--- src/rtl/sparse_rot_pkg.sv ---
package sparse_rot_pkg;

  localparam int NITER = 11;  // micro-rotation indices 0..10
  localparam int NSH   = 16;  // scale-term shift positions 0..15

  // micro-rotations executed for angle k*pi/16
  function automatic logic [NITER-1:0] iter_set(input int k);
    logic [NITER-1:0] m;
    m = '0;
    case (k)
      1, 7:    begin m[0] = 1'b1; m[1] = 1'b1; m[3] = 1'b1; m[10] = 1'b1; end
      3:       begin m[1] = 1'b1; m[3] = 1'b1; m[10] = 1'b1; end
      4:       m[0] = 1'b1;
      6:       begin m[2] = 1'b1; m[3] = 1'b1; m[5] = 1'b1; m[7] = 1'b1; end
      default: m = '0;
    endcase
    return m;
  endfunction

  // set bit = direction +1 (counter-clockwise), clear = -1
  function automatic logic [NITER-1:0] iter_ccw(input int k);
    logic [NITER-1:0] m;
    m = '0;
    case (k)
      1:       begin m[1] = 1'b1; m[3] = 1'b1; m[10] = 1'b1; end
      4:       m[0] = 1'b1;
      6:       begin m[2] = 1'b1; m[3] = 1'b1; m[5] = 1'b1; end
      default: m = '0;
    endcase
    return m;
  endfunction

  function automatic logic quarter_cw(input int k);
    return (k == 6);
  endfunction

  function automatic logic [NSH-1:0] scale_add(input int k);
    logic [NSH-1:0] m;
    m = '0;
    case (k)
      1, 7:    begin m[2] = 1'b1; m[4] = 1'b1; m[10] = 1'b1; end
      3:       begin m[1] = 1'b1; m[7] = 1'b1; end
      4:       begin m[2] = 1'b1; m[4] = 1'b1; m[5] = 1'b1; m[7] = 1'b1; m[9] = 1'b1; end
      6:       m[1] = 1'b1;
      default: m = '0;
    endcase
    return m;
  endfunction

  function automatic logic [NSH-1:0] scale_sub(input int k);
    logic [NSH-1:0] m;
    m = '0;
    case (k)
      3:       begin m[4] = 1'b1; m[9] = 1'b1; end
      6:       begin m[6] = 1'b1; m[8] = 1'b1; end
      default: m = '0;
    endcase
    return m;
  endfunction

endpackage

--- src/rtl/sparse_rot_step.sv ---
// One shift-add micro-rotation; passes the vector through when disabled.
module sparse_rot_step #(
  parameter int DW    = 20,
  parameter int SHIFT = 0,
  parameter bit CCW   = 1'b0
) (
  input  logic                 en,
  input  logic signed [DW-1:0] xi,
  input  logic signed [DW-1:0] yi,
  output logic signed [DW-1:0] xo,
  output logic signed [DW-1:0] yo
);
  logic signed [DW-1:0] dx, dy;

  assign dx = yi >>> SHIFT;
  assign dy = xi >>> SHIFT;

  always_comb begin
    if (!en) begin
      xo = xi;
      yo = yi;
    end else if (CCW) begin
      xo = xi - dx;
      yo = yi + dy;
    end else begin
      xo = xi + dx;
      yo = yi - dy;
    end
  end
endmodule

--- src/rtl/sparse_rot_chain.sv ---
// Optional quarter turn followed by the sparse micro-rotation chain.
module sparse_rot_chain import sparse_rot_pkg::*; #(
  parameter int DW         = 20,
  parameter int ANGLE_K    = 7,
  parameter int FINE_FIRST = 7
) (
  input  logic                 coarse,
  input  logic signed [DW-1:0] x,
  input  logic signed [DW-1:0] y,
  output logic signed [DW-1:0] xo,
  output logic signed [DW-1:0] yo
);
  localparam logic [NITER-1:0] SET = iter_set(ANGLE_K);
  localparam logic [NITER-1:0] CCW = iter_ccw(ANGLE_K);
  localparam logic             QTR = quarter_cw(ANGLE_K);

  logic signed [DW-1:0] cx [NITER+1];
  logic signed [DW-1:0] cy [NITER+1];

  generate
    if (QTR) begin : g_quarter
      assign cx[0] = y;
      assign cy[0] = -x;
    end else begin : g_direct
      assign cx[0] = x;
      assign cy[0] = y;
    end

    for (genvar i = 0; i < NITER; i++) begin : g_it
      if (SET[i]) begin : g_on
        sparse_rot_step #(.DW(DW), .SHIFT(i), .CCW(CCW[i])) u_step (
          .en (!(coarse && (i >= FINE_FIRST))),
          .xi (cx[i]),
          .yi (cy[i]),
          .xo (cx[i+1]),
          .yo (cy[i+1])
        );
      end else begin : g_skip
        assign cx[i+1] = cx[i];
        assign cy[i+1] = cy[i];
      end
    end
  endgenerate

  assign xo = cx[NITER];
  assign yo = cy[NITER];
endmodule

--- src/rtl/sparse_rot_scale.sv ---
// Shift-add constant multiply, round to nearest (ties up), saturate.
module sparse_rot_scale import sparse_rot_pkg::*; #(
  parameter int DW      = 20,
  parameter int FRAC_IN = 2,
  parameter int OW      = 16,
  parameter int ANGLE_K = 7,
  parameter int SF      = 12
) (
  input  logic signed [DW-1:0] v,
  output logic signed [OW-1:0] r
);
  localparam int PW = DW + SF + 1;
  localparam int RB = FRAC_IN + SF;
  localparam logic [NSH-1:0] ADD = scale_add(ANGLE_K);
  localparam logic [NSH-1:0] SUB = scale_sub(ANGLE_K);
  localparam logic signed [PW-1:0] HALF = PW'(64'sd1 <<< (RB - 1));
  localparam logic signed [PW-1:0] MAXV = PW'((64'sd1 <<< (OW - 1)) - 64'sd1);
  localparam logic signed [PW-1:0] MINV = PW'(-(64'sd1 <<< (OW - 1)));

  logic signed [PW-1:0] ext, acc, q;

  assign ext = PW'(v) <<< SF;

  always_comb begin
    acc = '0;
    for (int s = 0; s < NSH; s++) begin
      if (ADD[s])      acc = acc + (ext >>> s);
      else if (SUB[s]) acc = acc - (ext >>> s);
    end
  end

  assign q = (acc + HALF) >>> RB;

  always_comb begin
    if (q > MAXV)      r = OW'(MAXV);
    else if (q < MINV) r = OW'(MINV);
    else               r = OW'(q);
  end
endmodule

--- src/rtl/sparse_rot.sv ---
module sparse_rot #(
  parameter int W          = 16,
  parameter int OW         = 16,
  parameter int GUARD_HI   = 2,
  parameter int GUARD_LO   = 2,
  parameter int ANGLE_K    = 7,
  parameter int FINE_FIRST = 7
) (
  input  logic                 clk,
  input  logic                 rst,
  input  logic                 in_valid,
  input  logic                 in_coarse,
  input  logic signed [W-1:0]  in_x,
  input  logic signed [W-1:0]  in_y,
  output logic                 out_valid,
  output logic signed [OW-1:0] out_x,
  output logic signed [OW-1:0] out_y
);
  localparam int DW = W + GUARD_HI + GUARD_LO;

  logic signed [DW-1:0] xe, ye, rx, ry, s1_x, s1_y;
  logic signed [OW-1:0] sx, sy;
  logic                 s1_valid;

  assign xe = DW'(in_x) <<< GUARD_LO;
  assign ye = DW'(in_y) <<< GUARD_LO;

  sparse_rot_chain #(.DW(DW), .ANGLE_K(ANGLE_K), .FINE_FIRST(FINE_FIRST)) u_chain (
    .coarse (in_coarse),
    .x      (xe),
    .y      (ye),
    .xo     (rx),
    .yo     (ry)
  );

  // stage 1: rotated vector, precision already applied
  always_ff @(posedge clk) begin
    if (rst) begin
      s1_valid <= 1'b0;
      s1_x     <= '0;
      s1_y     <= '0;
    end else begin
      s1_valid <= in_valid;
      if (in_valid) begin
        s1_x <= rx;
        s1_y <= ry;
      end
    end
  end

  sparse_rot_scale #(.DW(DW), .FRAC_IN(GUARD_LO), .OW(OW), .ANGLE_K(ANGLE_K)) u_scale_x (
    .v (s1_x),
    .r (sx)
  );

  sparse_rot_scale #(.DW(DW), .FRAC_IN(GUARD_LO), .OW(OW), .ANGLE_K(ANGLE_K)) u_scale_y (
    .v (s1_y),
    .r (sy)
  );

  // stage 2: scaled, rounded, saturated result
  always_ff @(posedge clk) begin
    if (rst) begin
      out_valid <= 1'b0;
      out_x     <= '0;
      out_y     <= '0;
    end else begin
      out_valid <= s1_valid;
      if (s1_valid) begin
        out_x <= sx;
        out_y <= sy;
      end
    end
  end

  a_r7_stage1_from_input: assert property (@(posedge clk) disable iff (rst)
    s1_valid |-> $past(in_valid));

  a_r7_result_from_stage1: assert property (@(posedge clk) disable iff (rst)
    out_valid |-> $past(s1_valid));

  a_r9_hold_when_idle: assert property (@(posedge clk) disable iff (rst)
    !$past(s1_valid) |-> ($stable(out_x) && $stable(out_y)));

  a_r4_sign_kept_pos: assert property (@(posedge clk) disable iff (rst)
    (s1_valid && !s1_x[DW-1] && !s1_y[DW-1]) |=> (!out_x[OW-1] && !out_y[OW-1]));

  a_r4_sign_kept_neg: assert property (@(posedge clk) disable iff (rst)
    (s1_valid && s1_x[DW-1]) |=> (out_x[OW-1] || (out_x == '0)));
endmodule

--- config.mk ---
export PLATFORM = sky130hd
export DESIGN_NAME = sparse_rot
export DESIGN_NICKNAME = d
export VERILOG_FILES = /design/src/rtl/sparse_rot_pkg.sv /design/src/rtl/sparse_rot_step.sv /design/src/rtl/sparse_rot_chain.sv /design/src/rtl/sparse_rot_scale.sv /design/src/rtl/sparse_rot.sv
export SDC_FILE = /design/constraint.sdc
export NUM_CORES = 1
export LEC_CHECK = 0
export BUFFER_PORTS_ARGS = -buffer_cell sky130_fd_sc_hd__buf_2
export CAP_MARGIN = 20
export CORE_MARGIN = 5
export CORE_UTILIZATION = 40
export DETAILED_ROUTE_END_ITERATION = 6
export PLACE_DENSITY = 0.64
export SLEW_MARGIN = 20
export SYNTH_ARGS = -nofsm -noshare
export SYNTH_HDL_FRONTEND = slang
export SYNTH_SLANG_ARGS = --single-unit
--- constraint.sdc ---
create_clock -name clk -period 11.7 [get_ports clk]
set_input_delay 1.17 -clock clk [delete_from_list [all_inputs] [get_ports clk]]
set_output_delay 1.17 -clock clk [all_outputs]
set_load 0.005 [all_outputs]
## Word level (Yosys, flattened, before mapping)

Cells that the tools add are included.

| operators by class | value |
|---|---|
| $add $sub $neg | 14 |
| $lt $le $gt $ge | 4 |
| muxes and demuxes | 6 |

Operators with widths:

| operator | count |
|---|---|
| $add 33x15->33 const B | 2 |
| $add 31x22->32 | 2 |
| $mux 16 | 4 |
| $add 30x28->31 | 2 |
| $mux 20 | 2 |
| $gt 19x16->1 const B | 2 |
| $lt 19x16->1 const B | 2 |
| $add 19x18->20 | 1 |
| $add 20x10->20 | 1 |
| $add 20x17->20 | 1 |
| $sub 19x18->20 | 1 |
| $sub 20x10->20 | 1 |
| $sub 20x17->20 | 1 |
| $add 18x18->19 | 1 |
| $sub 18x18->19 | 1 |

| word-level totals | value |
|---|---|
| register bits | 74 |
| input bits | 36 |
| word-level logic and storage cells | 30 |

## Depth between registers and ports, before layout

Gate-level depths: netlist (run 1).

| depth | value |
|---|---|
| word-level depth | 6 |
| gate-level depth with buffers | 44 |
| gate-level depth less buffers | 42 |

## Modules after synthesis

From an unflattened synthesis (run 1), not the netlist that was laid out.

| unflattened totals | value |
|---|---|
| cell total of the unflattened synthesis | 2,053 |
| area, all modules | 16,026.6 sq um |

Modules (own cells, without submodules):

| module | instances | cells an instance | area each (sq um) | sequential area each (sq um) |
|---|---|---|---|---|
| sparse_rot | 1 | 238 | 2,690.1 | 1,481.4 |
| sparse_rot_step (u_chain.g_it[0].g_on.u_step) | 1 | 371 | 2,676.3 | 0.0 |
| sparse_rot_step (u_chain.g_it[3].g_on.u_step) | 1 | 362 | 2,473.6 | 0.0 |
| sparse_rot_step (u_chain.g_it[1].g_on.u_step) | 1 | 340 | 2,383.5 | 0.0 |
| sparse_rot_step (u_chain.g_it[10].g_on.u_step) | 1 | 305 | 2,284.7 | 0.0 |
| sparse_rot_scale (u_scale_x) | 1 | 228 | 1,811.7 | 0.0 |
| sparse_rot_scale (u_scale_y) | 1 | 207 | 1,699.1 | 0.0 |
| sparse_rot_chain | 1 | 2 | 7.5 | 0.0 |

## Worst setup path after synthesis (run 1)

OpenSTA, ideal clock, no wires.

| path | value |
|---|---|
| kind | input to register |
| from | in in_x[2] |
| to | reg s1_x[18] |
| data arrival time | 9.239 ns |
| data required time | 11.638 ns |
| setup slack | 2.399 ns |
| stages on the path | 38 |
| buffers on the path | 3 |
| cells stage by stage | inv_1 > ha_1 > buf_6 > nor3b_2 > o311ai_0 > nand2_1 > a21oi_1 > o21ai_0 > a21oi_1 > o21bai_1 > xnor2_1 > ha_1 > clkbuf_1 > and3_1 > a211o_1 > o211a_1 > or3_1 > a31oi_1 > (+2 left out) > xnor2_1 > inv_1 > ha_1 > or2_2 > a21oi_1 > a21oi_1 > a221o_1 > a31oi_1 > xnor2_2 > inv_2 > clkbuf_1 > ha_1 > a21o_1 > maj3_1 > o311a_1 > mux2i_1 > or4_1 > nand3_1 |

| on the way | value |
|---|---|
| word-level cells in the longest chain between the ends | 5 |
| elaborated cells on any way between the ends | 8 |
| classes of those cells | add/sub (7); mux (1) |

RTL lines:

| item | line | RTL |
|---|---|---|
| start, declared | sparse_rot.sv:13 | `input logic signed [W-1:0] in_x,` |
| $add 18x18->19 or $sub 18x18->19 (tied branches) | sparse_rot_step.sv:26, sparse_rot_step.sv:27 |  |
| $sub 19x18->20 or $add 19x18->20 (tied branches) | sparse_rot_step.sv:27, sparse_rot_step.sv:26 |  |
| $add 20x17->20 or $sub 20x17->20 (tied branches) | sparse_rot_step.sv:26, sparse_rot_step.sv:27 |  |
| $add 20x10->20 | sparse_rot_step.sv:26 | `xo = xi + dx;` |
| $mux 20 * | sparse_rot_step.sv:19 | `if (!en) begin` |
| end signal, assigned | sparse_rot.sv:45 | `s1_x <= rx;` |
| end, declared | sparse_rot.sv:21 | `logic signed [DW-1:0] xe, ye, rx, ry, s1_x, s1_y;` |

Every way passes the cells marked *; elsewhere a longest branch is shown, timed or not.
A chain may end at the register's enable or synchronous reset.

## Worst setup path after layout (run 1)

| path | value |
|---|---|
| from | in in_x[2] |
| to | reg s1_x[19] |

Same word-level chain as after synthesis.

==> results of run 1 <==
final timing paths:
kind / start / end / cells after the start
min: out_y[8] / out_y[8] / 1
min reg2reg: out_y[8] / out_y[8] / 1
max reg2reg: s1_x[8] / out_x[2] / 17
max: in_x[2] / s1_x[19] / 39
sequential cells by signal, summed over array words and instances, names as in the netlist:
signal,cells
out_valid,1
out_x,16
out_y,16
s1_valid,1
s1_x,20
s1_y,20
cell type report:
cell class / instances / area, um2
Timing Repair Buffer: 73 / 380
Sequential cell: 74 / 1480
Multi-Input combinational cell: 1408 / 10600
Clock inverter: 7 / 43.8
Inverter: 129 / 484
Fill cell: 3245 / 17800
Clock buffer: 9 / 225
Tap cell: 402 / 503
cells in the final DEF, fill, tap and decap left out, drive strengths merged, types with 16 or more instances in the layout:
master,n
nor2,171
ha,165
inv,129
a21oi,117
xnor2,112
nand2,106
o21ai,89
dfxtp,74
buf,73
xor2,67
a211oi,49
nor3,47
fa,42
a21o,41
nand2b,25
a31oi,25
nand3,24
nor2b,23
or3,21
o21bai,19
a221o,19
o21a,18
and3,18
o211ai,17
a311oi,16
kinds of logic after synthesis:
group / count (synthesis) / synth area share
AND/OR/NAND/NOR: 500 / 0.188
AO/OA/AOI/OAI: 501 / 0.271
flip-flops: 74 / 0.116
buffers and inverters: 179 / 0.0540
XOR/XNOR: 179 / 0.127
multiplexers: 16 / 0.0127
adder cells (fa/ha/maj): 212 / 0.232
metrics by stage:
stage	std cells	instance area (um2)	hold slack, ps	worst slack, ps
2_1_floorplan	1661	12800	472	2400
3_3_place_gp	2086	13400	463	1730
3_5_place_dp	2086	13400	470	1450
4_1_cts	2102	13700	481	1790
5_1_grt	2102	13700	489	936
6_report	2102	13700	477	1720
routing by layer:
metal | share of wire | up-vias | global-route usage
met5 | 0 | - | 0
met4 | 0.015 | 0 | 0.0314
met3 | 0.029 | 23 | 0.0124
met2 | 0.48 | 192 | 0.306
met1 | 0.48 | 5418 | 0.229
li1 | - | 6072 | -
==> flow_summary.toml, run 1 <==
[yosys]
async_flop_share = 0
yosys_warnings = 0
syn_nets = 1904
synthCells = 1661
synthFlopType = "dfxtp_1"
synth_top_cells_by_count = "171 x nor2_1, 165 x ha_1, 127 x inv_1"
yosysUniqueCellTypes = 91
yosysMostFrequentCell = "nor2_1"
synth_top_cell_by_area = "ha_1"
synth_edf_count = 0
syn_avg_cell_area_um2 = 7.68
ys_seq_area_frac = 0.116
syn_area_um2 = 12800
synth_top_area_share = 0.162
yosys-top-cells-area = "ha_1 16%, dfxtp_1 12%, xnor2_1 7.5%"
ys_ff_latch = 74

[die]
die_area_um2 = 35600
core_um2 = 31600
die_w_um = 189
initial_core_util = 0.405
row_count = 65
die_h_um = 189
ios = 69

[final_layout]
fin_nets = 1938
drive_gt1_frac = 0.0747
post-route-util = 0.435
num_antenna_cells = 0
areaGrowthSynthToFinish_pct = 7.50

[timing]
maxSlewViolCount = 0
clock_skew_ps = 6.55
fin_tns_setup_ps = 0
relSlewSlack = 0.244
final.min_clock_period_ps = 9980
fmax_mhz = 100
tightest_slew_ps = 1130
fin_crit_sh = 0.853
hold_viol = 0
setup_violations = 0
rsz0062_at_grt = "false"

[setup_path]
crit_path_frequent_cell = "a21oi_1"
slowest_stage = "o311ai_0"
r2r_slack_ps = 6080
critPathTopFamily = "compound AO/OA/AOI/OAI gates"
crit_type = "input port to flip-flop"
start_kind = "input port"
critPathMaxFanout = 21
critPathBufInv = 4
crit_path_end_kind = "flip-flop"
required_ps = 11950
crit_arrival_ps = 10230
critPathMaxStageDelay_ps = 590

[cts]
clock_tree.root_cell = "clkbuf_16"
tritoncts = "built"
cts.repair.resized = 0
cts_setup_buffers = 0
htreeDepth = 3
clockBufferDepth = 2
clock_sinks = 74
clk_latency_ps = 330
clk_pin_slew_ps = 60
postCtsHoldBufs = 0
cts_buffers = 9

[global_route]
grt_overflow_total = 0
grt_max_degree = 74
grt_usage = 0.171
antenna_found_initial = 0
grt_pass1_vias = 11213
grt_first_pass_wirelength_mm = 53.1

[min_path]
min_path_type = "flip-flop to flip-flop"

[placement]
hpwl_mm = 25.8
place_congestion = 0.882
io_buffers = 68

[run_status]
status = "completed"

[routing]
vias = 11705
viasPerCell = 5.57
dr.pass1.iters = 5
drtIter0Drc = 609
finalWirelength_mm = 31.0
drc = 0
wl_per_cell_um = 14.7
ant_nets = 0

[flow_run]
maxCapViolations = 0
Power of run 1 is not shown: default switching activity piles up to over one toggle a cycle in this logic, so the estimate is an artifact.
==> run 2: changes to the inputs <==
==> constraint.sdc (replaced) <==
create_clock -name clk -period 11.7 [get_ports clk]
set_input_delay 0.585 -clock clk [delete_from_list [all_inputs] [get_ports clk]]
set_output_delay 0.585 -clock clk [all_outputs]
set_load 0.005 [all_outputs]
==> run 2 against run 1 <==
Compared with the run above:
- cell count stayed put
- critical path depth stayed put
- global-route usage is 0.076 points lower
- worst hold slack hardly changed
- cell area stayed put
- clock-buffer cell count stayed put
- register-to-register slack better by 20 ps
- critical path type unchanged
- critical endpoint unchanged
- largest cell class unchanged
- highest routed layer unchanged
==> flow_summary.toml, run 2 (synthesis results as in run 1) <==
[run_status]
status = "completed"

[global_route]
antenna_found_initial = 0
grt_pass1_vias = 11177
grt_max_degree = 74
grt_overflow_total = 0
grt_usage = 0.170
grt_first_pass_wirelength_mm = 52.7

[cts]
cts_buffers = 9
clock_sinks = 74
tritoncts = "built"
htreeDepth = 3
clockBufferDepth = 2
clk_latency_ps = 340
clock_tree.root_cell = "clkbuf_16"
cts_setup_buffers = 0
postCtsHoldBufs = 0
clk_pin_slew_ps = 60
cts.repair.resized = 0

[die]
ios = 69
core_um2 = 31600
row_count = 65
initial_core_util = 0.405
die_area_um2 = 35600
die_h_um = 189
die_w_um = 189

[final_layout]
fin_nets = 1938
fill_cells = 3265
top_regs = "s1_x x20, s1_y x20"
multiInputGateArea_um2 = 10600
regArea_um2 = 1480
final_cell_mix = "171 x nor2_1, 165 x ha_1, 127 x inv_1, 116 x a21oi_1, 110 x xnor2_1"
drive_gt1_frac = 0.0747
areaGrowthSynthToFinish_pct = 7.50
num_antenna_cells = 0
finalNonFillerCells = 2102
final_common_cell = "nor2_1"

[setup_path]
crit_path_end_kind = "flip-flop"
critPathTopFamily = "compound AO/OA/AOI/OAI gates"
critPathBufInv = 4
crit_arrival_ps = 9600
start_kind = "input port"
crit_path_frequent_cell = "a21oi_1"
crit_type = "input port to flip-flop"
required_ps = 11950
critPathMaxStageDelay_ps = 580
critPathMaxFanout = 21
slowest_stage = "o311ai_0"

[timing]
clock_skew_ps = 5.45
relSlewSlack = 0.274
fin_crit_sh = 0.799
maxSlewViolCount = 0
setup_violations = 0
fmax_mhz = 107
fin_ws_ps = 2350
final.min_clock_period_ps = 9350
whs_ps = 477
tightest_slew_ps = 1080
hold_viol = 0
fin_tns_setup_ps = 0
rsz0062_at_grt = "false"

[routing]
wl_per_cell_um = 14.7
ant_nets = 0
drc = 0
viasPerCell = 5.58
dr.pass1.iters = 7
vias = 11728
finalWirelength_mm = 30.9
drtIter0Drc = 628

[placement]
io_buffers = 68
place_congestion = 0.882
hpwl_mm = 25.8
dp.cells = 2086
dp_slack_ps = 2030

[min_path]
min_path_type = "flip-flop to flip-flop"

[flow_run]
maxCapViolations = 0
## run 2: cell counts in the layout (fill, tap and decap cells not counted)
No cell type changed its count.
## run 2: path summary, 6_finish.rpt
kind | start | to | slack [ps] | cells after the start
min | out_y[8] | out_y[8] | 480 | 1
max reg2reg | s1_x[8] | out_x[2] | 6100 | 17
min reg2reg | out_y[8] | out_y[8] | 480 | 1
max | in_x[2] | s1_x[19] | 2350 | 39
## run 2: cell type report
cell class                      count  area share
Multi-Input combinational cell   1408       0.773
Clock buffer                        9      0.0164
Sequential cell                    74       0.108
Timing Repair Buffer               73      0.0277
Tap cell                          402      0.0367
Clock inverter                      7     0.00319
Inverter                          129      0.0353
## run 2: per-layer routing
layer	track usage	part of all wire	wire length, um	up-vias
li1	-	-	-	6093
met1	0.226	0.48	14800	5405
met2	0.304	0.47	14700	201
met3	0.0109	0.029	910	29
met4	0.0378	0.017	516	0
met5	0	0	0	-
## run 2: worst reg2reg max path: cells and delay by family (launching register included)
kind	cells	cell delay, ps
compound gates	11	3000
mux	1	300
flops	1	450
fa+ha+maj	2	760
simple gates	3	920
## run 2: through the flow
step / area (um2) / util
5_1_grt: 13700 / 0.435
6_report: 13700 / 0.435
3_3_place_gp: 13400 / 0.426
4_1_cts: 13700 / 0.435
2_1_floorplan: 12800 / -
3_5_place_dp: 13400 / 0.426
Power of run 2 is left out for the same reason.
